[config.mk]
export PLATFORM = sky130hd
export DESIGN_NAME = rom_bank_decoder
export DESIGN_NICKNAME = d
export VERILOG_FILES = /design/src/rtl/rom_dec_pkg.sv /design/src/rtl/rom_bank_sel.sv /design/src/rtl/rom_bank.sv /design/src/rtl/rom_bus_mux.sv /design/src/rtl/rom_bank_decoder.sv
export SDC_FILE = /design/constraint.sdc
export NUM_CORES = 1
export LEC_CHECK = 0
export CORE_MARGIN = 4
export CORE_UTILIZATION = 36
export DETAILED_ROUTE_END_ITERATION = 8
export PLACE_DENSITY = 0.77
export SYNTH_ARGS = -nofsm -noshare
export SYNTH_HDL_FRONTEND = slang
export SYNTH_SLANG_ARGS = --single-unit
[constraint.sdc]
create_clock -name vclk -period 3.64
set_clock_uncertainty 0.2 [all_clocks]
set_input_delay 1.092 -clock vclk [all_inputs]
set_output_delay 1.092 -clock vclk [all_outputs]
set_load 0.005 [all_outputs]
[src/rtl/rom_dec_pkg.sv]
package rom_dec_pkg;
  localparam int ADDR_W = 20;
  localparam int DATA_W = 8;
  localparam int OFF_W  = 15;
  localparam int SEL_W  = 2;
  localparam int N_BANK = 1 << SEL_W;
  localparam int EN_W   = ADDR_W - OFF_W - SEL_W;

  // Bank contents, computed instead of stored
  function automatic logic [DATA_W-1:0] rom_byte(input logic [SEL_W-1:0] bank,
                                                 input logic [OFF_W-1:0] off);
    logic [DATA_W-1:0] mix;
    mix = off[7:0] ^ {1'b0, off[14:8]};
    return mix + DATA_W'(8'h47 * {6'b0, bank});
  endfunction
endpackage

[src/rtl/rom_bank_sel.sv]
module rom_bank_sel
  import rom_dec_pkg::*;
#(
  parameter int SW = SEL_W,
  parameter int EW = EN_W,
  parameter int NB = 1 << SW
) (
  input  logic [SW-1:0] sel_i,
  input  logic [EW-1:0] en_bits_i,
  output logic [NB-1:0] cs_no
);
  logic region_hit;
  assign region_hit = &en_bits_i;

  for (genvar k = 0; k < NB; k++) begin : g_dec
    assign cs_no[k] = ~(region_hit && (sel_i == SW'(k)));
  end
endmodule

[src/rtl/rom_bank.sv]
module rom_bank
  import rom_dec_pkg::*;
#(
  parameter int BANK_ID = 0,
  parameter int OW      = OFF_W,
  parameter int DW      = DATA_W
) (
  input  logic          cs_ni,
  input  logic          oe_ni,
  input  logic [OW-1:0] off_i,
  output logic [DW-1:0] data_o,
  output logic          drive_o
);
  assign drive_o = ~cs_ni & ~oe_ni;
  assign data_o  = drive_o ? rom_byte(SEL_W'(BANK_ID), off_i) : '0;
endmodule

[src/rtl/rom_bus_mux.sv]
module rom_bus_mux
  import rom_dec_pkg::*;
#(
  parameter int NB = N_BANK,
  parameter int DW = DATA_W
) (
  input  logic [NB-1:0][DW-1:0] bank_data_i,
  input  logic [NB-1:0]         bank_drive_i,
  output logic [DW-1:0]         data_o,
  output logic                  data_oe_o
);
  // Released banks present zero, so OR acts as the shared bus
  always_comb begin
    data_o = '0;
    for (int k = 0; k < NB; k++) data_o |= bank_data_i[k];
  end
  assign data_oe_o = |bank_drive_i;
endmodule

[src/rtl/rom_bank_decoder.sv]
module rom_bank_decoder
  import rom_dec_pkg::*;
#(
  parameter int AW = ADDR_W,
  parameter int DW = DATA_W,
  parameter int OW = OFF_W,
  parameter int SW = SEL_W,
  localparam int NB = 1 << SW,
  localparam int EW = AW - OW - SW
) (
  input  logic [AW-1:0] addr_i,
  input  logic          rd_ni,
  output logic [NB-1:0] cs_no,
  output logic [NB-1:0] oe_no,
  output logic [OW-1:0] bank_addr_o,
  output logic [DW-1:0] data_o,
  output logic          data_oe_o
);
  logic [NB-1:0][DW-1:0] bank_data;
  logic [NB-1:0]         bank_drive;

  assign bank_addr_o = addr_i[OW-1:0];
  assign oe_no       = {NB{rd_ni}};

  rom_bank_sel #(.SW(SW), .EW(EW), .NB(NB)) i_sel (
    .sel_i     (addr_i[OW+SW-1:OW]),
    .en_bits_i (addr_i[AW-1:OW+SW]),
    .cs_no     (cs_no)
  );

  for (genvar k = 0; k < NB; k++) begin : g_bank
    rom_bank #(.BANK_ID(k), .OW(OW), .DW(DW)) i_bank (
      .cs_ni   (cs_no[k]),
      .oe_ni   (oe_no[k]),
      .off_i   (bank_addr_o),
      .data_o  (bank_data[k]),
      .drive_o (bank_drive[k])
    );
  end

  rom_bus_mux #(.NB(NB), .DW(DW)) i_mux (
    .bank_data_i  (bank_data),
    .bank_drive_i (bank_drive),
    .data_o       (data_o),
    .data_oe_o    (data_oe_o)
  );
endmodule

==> impl_metrics.json <==
{
  "synthTopCellsByArea": "buf_4, xnor2_1, o21ai_0",
  "pwr-share-seq": 0,
  "core_sq_um": 2280,
  "setup_violations": 7,
  "port-buffer-count": 53,
  "switching_share": 0.501,
  "synth_top_area_frac": 0.194,
  "pwr-share-clk": 0,
  "postRouteAntennaNets": 0,
  "via_count": 1556,
  "synth.distinct_cells": 39,
  "clock_buffers": 0,
  "slew_headroom": 0.683,
  "drtPass1Iterations": 5,
  "seq_area_frac_synth": 0,
  "crit_type": "in -> out",
  "antenna_cells": 0,
  "arrival_ns": 2.83,
  "power_switching_uw": 178,
  "finalHoldViolations": 0,
  "synth_nets": 155,
  "fp.dieArea_sq_um": 3330,
  "fp.dieW_um": 57.7,
  "wirelength_um": 6490,
  "p_per_area_nw_per_um2": 171,
  "synth_area_leader_cell": "buf_4",
  "grt.overflow.total": 0,
  "setup_ws_ns": -0.484,
  "violations": "negative setup slack",
  "max-cap-violations": 0,
  "total_power_uw": 356,
  "syn-cell-area_sq_um": 888,
  "seq_cell_count": 0,
  "fin_nets": 238,
  "slew_violations": 0,
  "holdBufCountCts": 0,
  "io_pins": 53,
  "drive_gt1_frac": 0.578,
  "startpoint_type": "input port",
  "seq_area_sq_um": 0,
  "start_util": 0.390,
  "grt_pass1_vias": 1431,
  "wire_per_inst_um": 27.2,
  "path_max_fanout": 2,
  "track_usage": 0.297,
  "drc": 0,
  "nFillCells": 86,
  "internal_power_uw": 178,
  "finalCritPeriodShare": 1.13,
  "synth.avg_cell_area_sq_um": 6.83,
  "mostFrequentLayoutCells": "buf_4, clkdlybuf4s50_1, buf_6",
  "fmax_ghz": 0.242,
  "grt_pass1_wl_um": 7670,
  "required_ns": 2.35,
  "holdWs_ns": 2.53,
  "crit_path_end_kind": "output port",
  "crit_start": "addr_i[10]",
  "ir_drop_v": 0.000129,
  "status": "complete, but fails checks",
  "power_leakage_uw": 0.000851,
  "drt_iter0_drc": 210,
  "num_rows": 17,
  "grt_max_degree": 14,
  "place_area_sq_um": 1590,
  "die_h_um": 57.7,
  "hpwl_um": 2810,
  "ys_warn_count": 0,
  "p_comb_frac": 1.000,
  "critPathCapture": "data_o[3]",
  "stdcell_area_sq_um": 2080,
  "finalCriticalPeriod_ns": 4.12,
  "synthesis.instances": 130,
  "antenna_found_initial": 0,
  "gp_congestion": 0.889,
  "mostFrequentLayoutCell": "buf_4",
  "via_per_inst": 6.51,
  "synthToLayoutAreaGrowth_pct": 135,
  "fin_setup_tns_ns": -2.40,
  "hold_class": "in -> out",
  "rsz0062_at_grt": "yes",
  "worstMarginPinSlew_ns": 0.472
}
-- through the flow --
step / util / setup WS, ns / cells
2_1_floorplan: - / -0.121 / 130
3_3_place_gp: 0.699 / -1.18 / 223
3_5_place_dp: 0.699 / -1.23 / 223
4_1_cts: 0.837 / -0.396 / 234
5_1_grt: 0.916 / -0.521 / 239
6_report: 0.916 / -0.484 / 239
-- worst max-delay path: stages --
cell and delay [ns]:
buf_8 0.11, xor2_4 0.18, inv_2 0.09, ha_4 0.17, a211oi_4 0.27, nor3_2 0.07, or4b_4 0.48, a22oi_2 0.20
buf_2 0.17
-- layer usage --
metal / global-route usage / routed length [um] / vias up
met4: 0.0927 / 500 / 0
met3: 0.0290 / 733 / 64
met1: 0.356 / 2220 / 695
met5: 0 / 0 / -
li1: - / - / 615
met2: 0.550 / 3040 / 182
-- final cells by class --
class | count | area (sq um) | area share
inverters | 7 | 31.3 | 0.0150
repair buffers | 107 | 972 | 0.466
multi-input cells | 97 | 1050 | 0.502
well taps | 28 | 35.0 | 0.0168
-- cells in the mapped netlist (4+ instances only) --
cell / number
xor2_1: 5
inv_1: 6
nand2_1: 5
buf_4: 23
o21ai_0: 11
a211oi_1: 4
xnor2_1: 8
ha_1: 4
nor2_1: 10
a21oi_1: 8
nor3_1: 8
nand3_1: 4
-- kinds of logic (layout without fill, tap and decap cells) --
| group | after synthesis | in the layout | share of synthesized area |
|---|---|---|---|
| xor gates and xnor gates | 15 | 15 | 0.165 |
| adders and majority gates | 4 | 4 | 0.0563 |
| AOI/OAI and AO/OA | 39 | 39 | 0.294 |
| buffers and inverters | 33 | 114 | 0.248 |
| and+or+nand+nor | 38 | 38 | 0.225 |
| muxes | 1 | 1 | 0.0113 |
-- worst min-delay path by stage --
stage          cells after the start  slack (ns)       from             end
2_1_floorplan                      1        2.06  addr_i[0]  bank_addr_o[0]
3_3_place_gp                       2        2.90  addr_i[6]  bank_addr_o[6]
3_5_place_dp                       2        2.91  addr_i[6]  bank_addr_o[6]
4_1_cts                            2        2.53  addr_i[1]  bank_addr_o[1]
5_1_grt                            2        2.54  addr_i[1]  bank_addr_o[1]
6_report                           2        2.53  addr_i[1]  bank_addr_o[1]
-- power groups by stage --
stage	sequential [uW]	clock, uW	combinational, uW
finish	0	0	356
global route	0	0	364
floorplan	0	0	105
global placement	0	0	205
CTS	0	0	271
detailed placement	0	0	211
-- what timing repair did --
action | in CTS | in global routing
setup buffers | 11 | 6
pin swaps | 28 | 22
resized for setup | 142 | 33
endpoints found under the setup margin | 13 | 9
Power figures use the tool's default switching activity.
